<file path="config.mk">
export PLATFORM = sky130hd
export DESIGN_NAME = uart_rx_irq_status
export DESIGN_NICKNAME = d
export VERILOG_FILES = /design/src/rtl/uart_rxs_pkg.sv /design/src/rtl/uart_rxs_fifo.sv /design/src/rtl/uart_rxs_lsr.sv /design/src/rtl/uart_rxs_irq.sv /design/src/rtl/uart_rx_irq_status.sv
export SDC_FILE = /design/constraint.sdc
export NUM_CORES = 1
export LEC_CHECK = 0
export CORE_MARGIN = 2
export CORE_UTILIZATION = 28
export CTS_BUF_LIST = sky130_fd_sc_hd__clkbuf_8
export DETAILED_ROUTE_END_ITERATION = 12
export SLEW_MARGIN = 15
export SYNTH_ARGS = -nofsm -noshare
export SYNTH_HDL_FRONTEND = slang
export SYNTH_SLANG_ARGS = --single-unit
</file>
<file path="constraint.sdc">
create_clock -name clk -period 4.1 [get_ports clk]
set_clock_uncertainty 0.15 [all_clocks]
set_input_delay 0.41 -clock clk [delete_from_list [all_inputs] [get_ports clk]]
set_output_delay 0.41 -clock clk [all_outputs]
set_load 0.02 [all_outputs]
</file>
<file path="src/rtl/uart_rxs_pkg.sv">
package uart_rxs_pkg;

    // Per-character error flags, bit order matches the status byte bits 2..4
    typedef struct packed {
        logic brk;
        logic frm;
        logic par;
    } rx_err_t;

    localparam int RX_ERR_W = $bits(rx_err_t);

    // Sticky line error state
    typedef struct packed {
        logic    ovr;
        rx_err_t err;
    } lsr_sticky_t;

endpackage

</file>
<file path="src/rtl/uart_rxs_fifo.sv">
module uart_rxs_fifo
    import uart_rxs_pkg::*;
#(
    parameter int DEPTH = 16,
    parameter int DW    = 8,
    localparam int AW   = (DEPTH > 1) ? $clog2(DEPTH) : 1,
    localparam int CW   = $clog2(DEPTH + 1)
) (
    input  logic          clk,
    input  logic          rst_n,
    input  logic          push,
    input  logic [DW-1:0] push_data,
    input  rx_err_t       push_err,
    input  logic          pop,
    output logic [CW-1:0] count,
    output logic [DW-1:0] head_data,
    output logic          err_present,
    output logic          drop_evt,
    output rx_err_t       stored_err
);

    localparam int EW = RX_ERR_W;
    localparam int MW = DW + EW;

    typedef struct packed {
        logic [AW-1:0] wr;
        logic [AW-1:0] rd;
        logic [CW-1:0] cnt;
        logic [CW-1:0] ecnt;
    } fifo_st_t;

    fifo_st_t st_d, st_q;
    logic [MW-1:0] mem_q [DEPTH];

    logic    pop_ok, push_ok;
    rx_err_t head_err;
    logic [AW-1:0] wr_inc, rd_inc;

    assign head_err = rx_err_t'(mem_q[st_q.rd][MW-1:DW]);

    generate
        if ((1 << AW) == DEPTH) begin : g_pow2
            assign wr_inc = st_q.wr + AW'(1);
            assign rd_inc = st_q.rd + AW'(1);
        end else begin : g_wrap
            assign wr_inc = (st_q.wr == AW'(DEPTH - 1)) ? '0 : st_q.wr + AW'(1);
            assign rd_inc = (st_q.rd == AW'(DEPTH - 1)) ? '0 : st_q.rd + AW'(1);
        end
    endgenerate

    always_comb begin
        st_d    = st_q;
        pop_ok  = pop && (st_q.cnt != '0);
        push_ok = push && ((st_q.cnt != CW'(DEPTH)) || pop_ok);
        if (pop_ok) begin
            st_d.rd = rd_inc;
        end
        if (push_ok) begin
            st_d.wr = wr_inc;
        end
        st_d.cnt  = st_q.cnt + CW'(push_ok) - CW'(pop_ok);
        st_d.ecnt = st_q.ecnt + CW'(push_ok && (push_err != '0))
                              - CW'(pop_ok && (head_err != '0));
    end

    always_ff @(posedge clk or negedge rst_n) begin
        if (!rst_n) begin
            st_q <= '0;
        end else begin
            st_q <= st_d;
        end
    end

    always_ff @(posedge clk) begin
        if (push_ok) begin
            mem_q[st_q.wr] <= {push_err, push_data};
        end
    end

    assign count       = st_q.cnt;
    assign head_data   = (st_q.cnt != '0) ? mem_q[st_q.rd][DW-1:0] : '0;
    assign err_present = (st_q.ecnt != '0);
    assign drop_evt    = push && !push_ok;
    assign stored_err  = push_ok ? push_err : '0;

    assert_count_bound_R1: assert property (@(posedge clk) disable iff (!rst_n)
        count <= CW'(DEPTH));

    assert_push_grows_R1: assert property (@(posedge clk) disable iff (!rst_n)
        (push && !pop && count != CW'(DEPTH)) |=> count == $past(count) + CW'(1));

    assert_no_overflow_R7: assert property (@(posedge clk) disable iff (!rst_n)
        (push && !pop && count == CW'(DEPTH)) |=> count == CW'(DEPTH));

    assert_empty_pop_R12: assert property (@(posedge clk) disable iff (!rst_n)
        (pop && !push && count == '0) |=> count == '0);

    assert_err_subset_R10: assert property (@(posedge clk) disable iff (!rst_n)
        st_q.ecnt <= st_q.cnt);

endmodule

</file>
<file path="src/rtl/uart_rxs_lsr.sv">
module uart_rxs_lsr
    import uart_rxs_pkg::*;
(
    input  logic       clk,
    input  logic       rst_n,
    input  logic       data_ready,
    input  logic       err_present,
    input  logic       drop_evt,
    input  rx_err_t    stored_err,
    input  logic       stat_rd,
    input  logic       tx_fifo_empty,
    input  logic       tx_shift_empty,
    output logic [7:0] line_stat
);

    lsr_sticky_t sticky_d, sticky_q;
    lsr_sticky_t fresh;

    always_comb begin
        fresh.ovr = drop_evt;
        fresh.err = stored_err;
        sticky_d  = stat_rd ? '0 : sticky_q;
        sticky_d  = sticky_d | fresh;
    end

    always_ff @(posedge clk or negedge rst_n) begin
        if (!rst_n) begin
            sticky_q <= '0;
        end else begin
            sticky_q <= sticky_d;
        end
    end

    assign line_stat = {err_present,
                        tx_fifo_empty && tx_shift_empty,
                        tx_fifo_empty,
                        sticky_q.err.brk,
                        sticky_q.err.frm,
                        sticky_q.err.par,
                        sticky_q.ovr,
                        data_ready};

    assert_overrun_R7: assert property (@(posedge clk) disable iff (!rst_n)
        drop_evt |=> line_stat[1]);

    assert_sticky_clear_R8: assert property (@(posedge clk) disable iff (!rst_n)
        (stat_rd && !drop_evt && stored_err == '0) |=> line_stat[4:1] == 4'd0);

    assert_sticky_hold_R8: assert property (@(posedge clk) disable iff (!rst_n)
        (!stat_rd && line_stat[1]) |=> line_stat[1]);

endmodule

</file>
<file path="src/rtl/uart_rxs_irq.sv">
module uart_rxs_irq #(
    parameter int CW    = 5,
    parameter int TRIG0 = 1,
    parameter int TRIG1 = 4,
    parameter int TRIG2 = 8,
    parameter int TRIG3 = 14
) (
    input  logic          clk,
    input  logic          rst_n,
    input  logic [CW-1:0] count,
    input  logic          fifo_en,
    input  logic [3:0]    int_en,
    input  logic [1:0]    trig_sel,
    output logic          irq,
    output logic [3:0]    int_id
);

    localparam logic [3:0] ID_NONE = 4'h1;
    localparam logic [3:0] ID_RDA  = 4'h4;

    logic [CW-1:0] thr;
    logic          polled, rda;

    always_comb begin
        if (!fifo_en) begin
            thr = CW'(1);
        end else begin
            unique case (trig_sel)
                2'b00:   thr = CW'(TRIG0);
                2'b01:   thr = CW'(TRIG1);
                2'b10:   thr = CW'(TRIG2);
                default: thr = CW'(TRIG3);
            endcase
        end
        polled = fifo_en && (int_en == 4'd0);
        rda    = int_en[0] && !polled && (count >= thr);
        irq    = rda;
        int_id = rda ? ID_RDA : ID_NONE;
    end

    assert_polled_quiet_R11: assert property (@(posedge clk) disable iff (!rst_n)
        (fifo_en && int_en == 4'd0) |-> (!irq && int_id == ID_NONE));

    assert_irq_code_R5: assert property (@(posedge clk) disable iff (!rst_n)
        irq |-> int_id == ID_RDA);

    assert_empty_no_irq_R4: assert property (@(posedge clk) disable iff (!rst_n)
        (count == '0) |-> !irq);

endmodule

</file>
<file path="src/rtl/uart_rx_irq_status.sv">
module uart_rx_irq_status
    import uart_rxs_pkg::*;
#(
    parameter int DEPTH = 16,
    parameter int DW    = 8,
    parameter int TRIG0 = 1,
    parameter int TRIG1 = 4,
    parameter int TRIG2 = 8,
    parameter int TRIG3 = 14
) (
    input  logic          clk,
    input  logic          rst_n,
    input  logic          push,
    input  logic [DW-1:0] push_data,
    input  logic [2:0]    push_err,
    input  logic          pop,
    input  logic          stat_rd,
    input  logic          tx_fifo_empty,
    input  logic          tx_shift_empty,
    input  logic          fifo_en,
    input  logic [3:0]    int_en,
    input  logic [1:0]    trig_sel,
    output logic [DW-1:0] rx_data,
    output logic          irq,
    output logic [3:0]    int_id,
    output logic [7:0]    line_stat
);

    localparam int CW = $clog2(DEPTH + 1);

    logic [CW-1:0] count;
    logic          err_present, drop_evt;
    rx_err_t       stored_err;

    uart_rxs_fifo #(.DEPTH(DEPTH), .DW(DW)) u_fifo (
        .clk        (clk),
        .rst_n      (rst_n),
        .push       (push),
        .push_data  (push_data),
        .push_err   (rx_err_t'(push_err)),
        .pop        (pop),
        .count      (count),
        .head_data  (rx_data),
        .err_present(err_present),
        .drop_evt   (drop_evt),
        .stored_err (stored_err)
    );

    uart_rxs_lsr u_lsr (
        .clk           (clk),
        .rst_n         (rst_n),
        .data_ready    (count != '0),
        .err_present   (err_present),
        .drop_evt      (drop_evt),
        .stored_err    (stored_err),
        .stat_rd       (stat_rd),
        .tx_fifo_empty (tx_fifo_empty),
        .tx_shift_empty(tx_shift_empty),
        .line_stat     (line_stat)
    );

    uart_rxs_irq #(.CW(CW), .TRIG0(TRIG0), .TRIG1(TRIG1), .TRIG2(TRIG2), .TRIG3(TRIG3)) u_irq (
        .clk     (clk),
        .rst_n   (rst_n),
        .count   (count),
        .fifo_en (fifo_en),
        .int_en  (int_en),
        .trig_sel(trig_sel),
        .irq     (irq),
        .int_id  (int_id)
    );

    assert_temt_R9: assert property (@(posedge clk) disable iff (!rst_n)
        line_stat[6] |-> (tx_shift_empty && line_stat[5]));

    assert_dr_irq_R6: assert property (@(posedge clk) disable iff (!rst_n)
        irq |-> line_stat[0]);

endmodule

</file>
==> impl_metrics.json, run 1 <==
{
  "fillCellCount": 2679,
  "synth.distinct_cells": 43,
  "cts_tree": "yes",
  "leakage_uw": 0.00315,
  "dr.pass1.iters": 4,
  "finalWirelength_mm": 15.8,
  "end_kind": "output pin",
  "htreeDepth": 4,
  "power.density_nw_per_um2": 638,
  "finalCriticalPeriod_ns": 3.65,
  "path_clk_slew_ns": 0.11,
  "fin_tns_setup_ns": 0,
  "criticalPathCategory": "reg2out",
  "clk_path_buf_depth": 2,
  "fmax_mhz": 274,
  "p_comb_frac": 0.343,
  "clk_latency_ns": 0.47,
  "worst_hold_slack_ns": 0.308,
  "fp.dieW_um": 173,
  "drv_slew": 0,
  "p_switching_uw": 2000,
  "pre_cts_ws_ns": 0.552,
  "grt_use_total": 0.110,
  "switching_share": 0.336,
  "post-route-util": 0.334,
  "io_pins": 46,
  "hold_violations": 0,
  "seq_area_sq_um": 5840,
  "antenna_found_initial": 0,
  "cts_setup_buffers": 0,
  "synthesis.area_sq_um": 7990,
  "vias": 4004,
  "drtIter0Drc": 277,
  "syn2layout_area_growth_pct": 16.9,
  "rows": 61,
  "hold_path.class": "in2async",
  "gr-total-overflow": 0,
  "ys_warn_count": 0,
  "ant_nets": 0,
  "initial_core_util": 0.286,
  "num_antenna_cells": 0,
  "grt_max_degree": 27,
  "dieArea_sq_um": 29900,
  "clock-root-buffer": "clkbuf_8",
  "worstMarginPinSlew_ns": 0.913,
  "crit_arrival_ns": 3.09,
  "final_common_cell": "edfxtp_1",
  "status": "complete, no violations",
  "hpwl_mm": 10.4,
  "worstPathRequired_ns": 3.54,
  "nets": 548,
  "finalWorstSetupSlack_ns": 0.451,
  "grt_pass1_vias": 4343,
  "synthCells": 436,
  "setup_viol": 0,
  "yosys_register_bits": 198,
  "yosysSeqAreaShare": 0.731,
  "period_share": 0.890,
  "wl_per_cell_um": 17.8,
  "cp_max_fo": 21,
  "total_power_uw": 5960,
  "vdd_drop_max_uv": 364,
  "portBuffers": 40,
  "vias_per_cell": 4.49,
  "core_sq_um": 27900,
  "power_frac_clock": 0.206,
  "syn_area_per_cell_sq_um": 18.3,
  "layout_common_cells": "edfxtp_1 (176), clkdlybuf4s50_1 (39), mux4_2 (33), buf_4 (26), inv_1 (24)",
  "drive_gt1_frac": 0.191,
  "rsz0062_at_grt": "false",
  "place_congestion": 0.749,
  "grt_pass1_wl_mm": 24.6,
  "drc": 0,
  "slew_headroom": 0.389,
  "cts_sinks": 198,
  "start_kind": "flop",
  "cts_buffers": 17,
  "cap_violations": 0,
  "die_h_um": 173,
  "internal_power_uw": 3960,
  "multi_input_area_sq_um": 1940,
  "seqPwrFrac": 0.451
}
==> synthesized netlist by cell type <==
library cell  number  area (sq um)
o21a_1             1          7.51
a2111oi_0          1          8.76
inv_1             23          86.3
buf_2              8          40.0
nor4_1             5          31.3
ha_1              21           263
or3_1              1          6.26
nor4b_1            5          43.8
nand2b_1           3          18.8
mux2_2             1          11.3
or4b_1             1          10.0
buf_6              3          33.8
a211oi_1           2          15.0
nor3_1             7          35.0
xnor2_1           10          87.6
nand4b_1           1          8.76
nor2_1            22          82.6
fa_1               2          40.0
a21oi_1            6          30.0
o31a_1             2          17.5
or4b_2             1          10.0
nor2b_1            1          6.26
edfxtp_1         176          5290
and2_1             3          18.8
mux2i_1           16           160
nand3_1            2          10.0
o211ai_1           1          7.51
a31oi_1            1          6.26
conb_1             1          3.75
buf_4              7          52.6
nand2_1           14          52.6
nand4_1            3          18.8
dfrtp_1           22           551
buf_1              3          11.3
o22ai_1           10          62.6
o21ai_0            6          30.0
mux4_2            33           743
nand3b_1           1          7.51
o31ai_1            1          7.51
xor2_1             4          35.0
o41ai_1            1          8.76
clkbuf_1           2          7.51
a21o_1             2          15.0
==> timing repair <==
item,in CTS,in global routing
hold endpoints to repair,0,22
gates resized for setup,0,0
endpoints found under the setup margin,0,0
hold buffers,0,1
==> power groups by stage <==
| stage | Sequential (uW) | Clock (uW) | Combinational [uW] |
|---|---|---|---|
| 6_report | 2690 | 1230 | 2050 |
| 5_1_grt | 2720 | 1350 | 2270 |
| 4_1_cts | 2690 | 1260 | 2090 |
| 3_5_place_dp | 2740 | 0 | 2080 |
| 3_3_place_gp | 2720 | 0 | 2020 |
| 2_1_floorplan | 2610 | 0 | 1520 |
==> stage by stage <==
stage | std cells | area [sq um]
5_1_grt | 891 | 9340
3_5_place_dp | 858 | 8940
6_report | 891 | 9340
2_1_floorplan | 437 | 7990
4_1_cts | 890 | 9340
3_3_place_gp | 858 | 8940
==> cell families after synthesis <==
group           count (synthesis)  share of synthesized area
compound gates                 34                     0.0271
xor+xnor                       14                     0.0153
fa+ha+maj                      23                     0.0379
buf+inv                        46                     0.0290
flops                         198                      0.731
mux                            50                      0.115
other cells                     1                   0.000469
simple gates                   70                     0.0451
==> worst max-delay path: stages (launching register included) <==
cell and delay (ns):
dfrtp_2 0.61, buf_4 0.46, mux4_2 0.57, mux2i_1 0.22, o22ai_1 0.16, clkdlybuf4s50_1 0.60
==> layer usage <==
| layer | vias to the layer above | GRT usage | share of wire |
|---|---|---|---|
| met5 | - | 0 | 0 |
| met4 | 0 | 0.0335 | 0.014 |
| met3 | 15 | 0.0297 | 0.049 |
| met2 | 88 | 0.182 | 0.49 |
| met1 | 2085 | 0.141 | 0.45 |
| li1 | 1816 | - | - |
==> layout make-up <==
type	count	share of cell area
multi-input combinational	193	0.208
inverter	23	0.00924
tap	378	0.0506
sequential	198	0.625
clock inverter	15	0.0177
clock buffer	17	0.0251
timing repair buffer	67	0.0643
==> flip-flops by register name, indices dropped and copies added, names as in the netlist <==
name,flops
u_fifo.st_q,13
u_fifo.count,5
u_lsr.line_stat,4
u_fifo.mem_q,176
==> final timing paths <==
check,from,endpoint,slack [ns],cells after the start
hold / removal,rst_n,u_lsr.line_stat[1]$_DFF_PN0_,0.31,2
max in group asynchronous,rst_n,u_fifo.st_q[10]$_DFFE_PN0P_,3.09,2
setup / recovery,u_fifo.st_q[10]$_DFFE_PN0P_,rx_data[6],0.45,5
hold reg to reg,u_lsr.line_stat[1]$_DFF_PN0_,u_lsr.line_stat[1]$_DFF_PN0_,0.39,2
setup reg to reg,u_fifo.st_q[10]$_DFFE_PN0P_,u_fifo.st_q[4]$_DFF_PN0_,0.59,15
min in group clk,push,u_lsr.line_stat[1]$_DFF_PN0_,0.36,3
Power figures use the tool's default switching activity.
==> run 2, diff against run 1 <==
--- a/config.mk
+++ b/config.mk
@@ -9,7 +9,9 @@
 export CORE_UTILIZATION = 28
 export CTS_BUF_LIST = sky130_fd_sc_hd__clkbuf_8
 export DETAILED_ROUTE_END_ITERATION = 12
+export SKIP_LAST_GASP = 1
 export SLEW_MARGIN = 15
 export SYNTH_ARGS = -nofsm -noshare
 export SYNTH_HDL_FRONTEND = slang
+export SYNTH_HIERARCHICAL = 1
 export SYNTH_SLANG_ARGS = --single-unit
==> run 2 against run 1 <==
  * Via count up 1.5%
  * Critical path depth stayed put
  * Clock power fell by 6%
  * Power is 0.38% lower
  * Core utilization is 0.59 points lower
  * Hold slack better by 0.044 ns
  * Critical path type unchanged
==> impl_metrics.json, run 2 <==
{
  "fmax_mhz": 273,
  "drc": 0,
  "grt_use_total": 0.110,
  "power.density_nw_per_um2": 633,
  "status": "complete, no violations",
  "criticalPathCategory": "reg2out",
  "worstPathRequired_ns": 3.54,
  "synthFlopType": "edfxtp_1",
  "fin_tns_setup_ns": 0,
  "crit_chain": "buf_4, mux4_2, mux2i_1, o22ai_1, clkdlybuf4s50_1",
  "post_cts_resized": 0,
  "synthTopCellsByArea": "edfxtp_1 (65%), mux4_2 (8.9%), dfrtp_1 (6.8%)",
  "grt_max_degree": 23,
  "clock-root-buffer": "clkbuf_8",
  "antenna_found_initial": 0,
  "regMostFlops": "u_fifo/mem_q",
  "setup_viol": 0,
  "hpwl_mm": 10.2,
  "ys_warn_count": 6,
  "cts_buffers": 17,
  "cap_violations": 0,
  "yosys_register_bits": 198,
  "cp_max_fo": 21,
  "clk_latency_ns": 0.46,
  "portBuffers": 40,
  "synthTopCellsByCount": "edfxtp_1 (176), mux4_2 (32), inv_1 (24)",
  "rows": 62,
  "grt_pass1_wl_mm": 24.6,
  "finalCriticalPeriod_ns": 3.67,
  "cts_sinks": 198,
  "largest_reg_flops": 176,
  "path_clk_slew_ns": 0.10,
  "dr.pass1.iters": 4,
  "rsz0062_at_grt": "false",
  "leakage_uw": 0.00314,
  "initial_core_util": 0.283,
  "clk_path_buf_depth": 2,
  "gr-total-overflow": 0,
  "end_kind": "output pin",
  "synth-edff-count": 176,
  "crit_start": "u_fifo/st_q[10]$_DFFE_PN0N_",
  "synth.distinct_cells": 42,
  "num_antenna_cells": 0,
  "final_common_cell": "edfxtp_1",
  "nets": 547,
  "hold_path.class": "in2async",
  "wl_per_cell_um": 18.0,
  "io_pins": 46,
  "total_power_uw": 5940,
  "drive_gt1_frac": 0.197,
  "period_share": 0.894,
  "core_sq_um": 28500,
  "synth_area_leader_cell": "edfxtp_1",
  "synthesis.area_sq_um": 8070,
  "synth_top_area_share": 0.655,
  "reg.largest.list": "u_fifo/mem_q (176), u_fifo/st_q (13), u_fifo/count (5)",
  "drtIter0Drc": 347,
  "crit_arrival_ns": 3.11,
  "async_flop_share": 0.111,
  "synthMostInstantiatedCell": "edfxtp_1",
  "worstMarginPinSlew_ns": 1.02,
  "syn2layout_area_growth_pct": 16.2,
  "grt_pass1_vias": 4230,
  "drv_slew": 0,
  "ant_nets": 0,
  "finalWirelength_mm": 16.2,
  "fp.dieW_um": 174,
  "htreeDepth": 4,
  "yosysSeqAreaShare": 0.723,
  "vias": 4063,
  "start_kind": "flop",
  "vdd_drop_max_uv": 313,
  "vias_per_cell": 4.53,
  "slew_headroom": 0.316,
  "dieArea_sq_um": 30200,
  "rr_startpoint": "u_fifo/st_q[11]$_DFFE_PN0N_",
  "cts_hold_buf": 0,
  "syn_area_per_cell_sq_um": 18.2,
  "layout_common_cells": "edfxtp_1 (176), clkdlybuf4s50_1 (40), mux4_2 (32), inv_1 (24), buf_4 (22)",
  "cts_setup_buffers": 0,
  "max_stage_delay_ns": 0.78,
  "place_congestion": 0.730,
  "crit_slowest_cell": "dfrtp_2",
  "hold_violations": 0,
  "die_h_um": 174,
  "synthCells": 444,
  "cts_tree": "yes"
}
run 2: cell count changes after synthesis, moves of 3 or more:
cell / before / now
buf_4: 7 / 14
a21o_1: 2 / 6
buf_6: 3 / 0
nand2_1: 14 / 10
nor2_1: 22 / 9
nor4b_1: 5 / 10
o21ai_0: 6 / 3
and2_1: 3 / 8
nor4_1: 5 / 14
run 2: where the power goes:
group	leakage (uW)	internal, uW	total, uW	switching (uW)
clock	0.000181	446	1160	717
combinational	0.00111	976	2030	1060
sequential	0.00185	2470	2740	271
run 2: layout make-up:
type | count | area (sq um)
fillers | 2779 | 19200
clock buffers | 17 | 234
inverters | 26 | 97.6
multi-input cells | 194 | 2020
flip-flops and latches | 198 | 5840
clock inverters | 15 | 140
repair buffers | 62 | 566
well taps | 384 | 480
run 2: final timing paths:
| check | endpoint | slack, ns | cells after the start |
|---|---|---|---|
| max in group asynchronous | u_fifo/st_q[10]$_DFFE_PN0N_ | 2.76 | 1 |
| worst min-delay path | u_lsr/line_stat[3]$_DFF_PN0_ | 0.35 | 1 |
| min in group clk | u_lsr/line_stat[4]$_DFF_PN0_ | 0.35 | 1 |
| worst max-delay path | rx_data[3] | 0.43 | 5 |
| worst min register to register | u_lsr/line_stat[4]$_DFF_PN0_ | 0.35 | 1 |
| worst max register to register | u_fifo/st_q[4]$_DFF_PN0_ | 0.70 | 13 |
run 2: cells by family after synthesis:
logic type	after synthesis	share of synthesized area
AOI/OAI and AO/OA	31	0.0259
muxes	49	0.111
adders and majority gates	23	0.0375
other	1	0.000465
buffers and inverters	53	0.0324
xor gates and xnor gates	14	0.0152
and+or+nand+nor	75	0.0549
DFF	198	0.723
run 2: critical path, delay by kind of cell (launching register included):
kind                   cells  cell delay (ns)
multiplexers               2             0.77
flip-flops                 1             0.78
AO/OA/AOI/OAI              1             0.15
buffers and inverters      2             0.93
run 2: metrics by stage:
stage               area, sq um  hold slack [ns]   util  setup WS, ns  std cells
global placement           9000            0.315  0.315         0.701        864
finish                     9380            0.352  0.328         0.433        896
global route               9380            0.393  0.328         0.208        896
CTS                        9380            0.357  0.328         0.366        896
detailed placement         9000            0.318  0.315         0.706        864
floorplan                  8070          -0.0356      -          1.31        445
run 2: metal layers:
metal | GRT usage | share of wire | wire length (um) | up-vias
met2 | 0.179 | 0.49 | 7850 | 115
met3 | 0.0246 | 0.052 | 836 | 18
met4 | 0.0361 | 0.018 | 288 | 0
met5 | 0 | 0 | 0 | -
li1 | - | - | - | 1828
met1 | 0.146 | 0.44 | 7190 | 2102
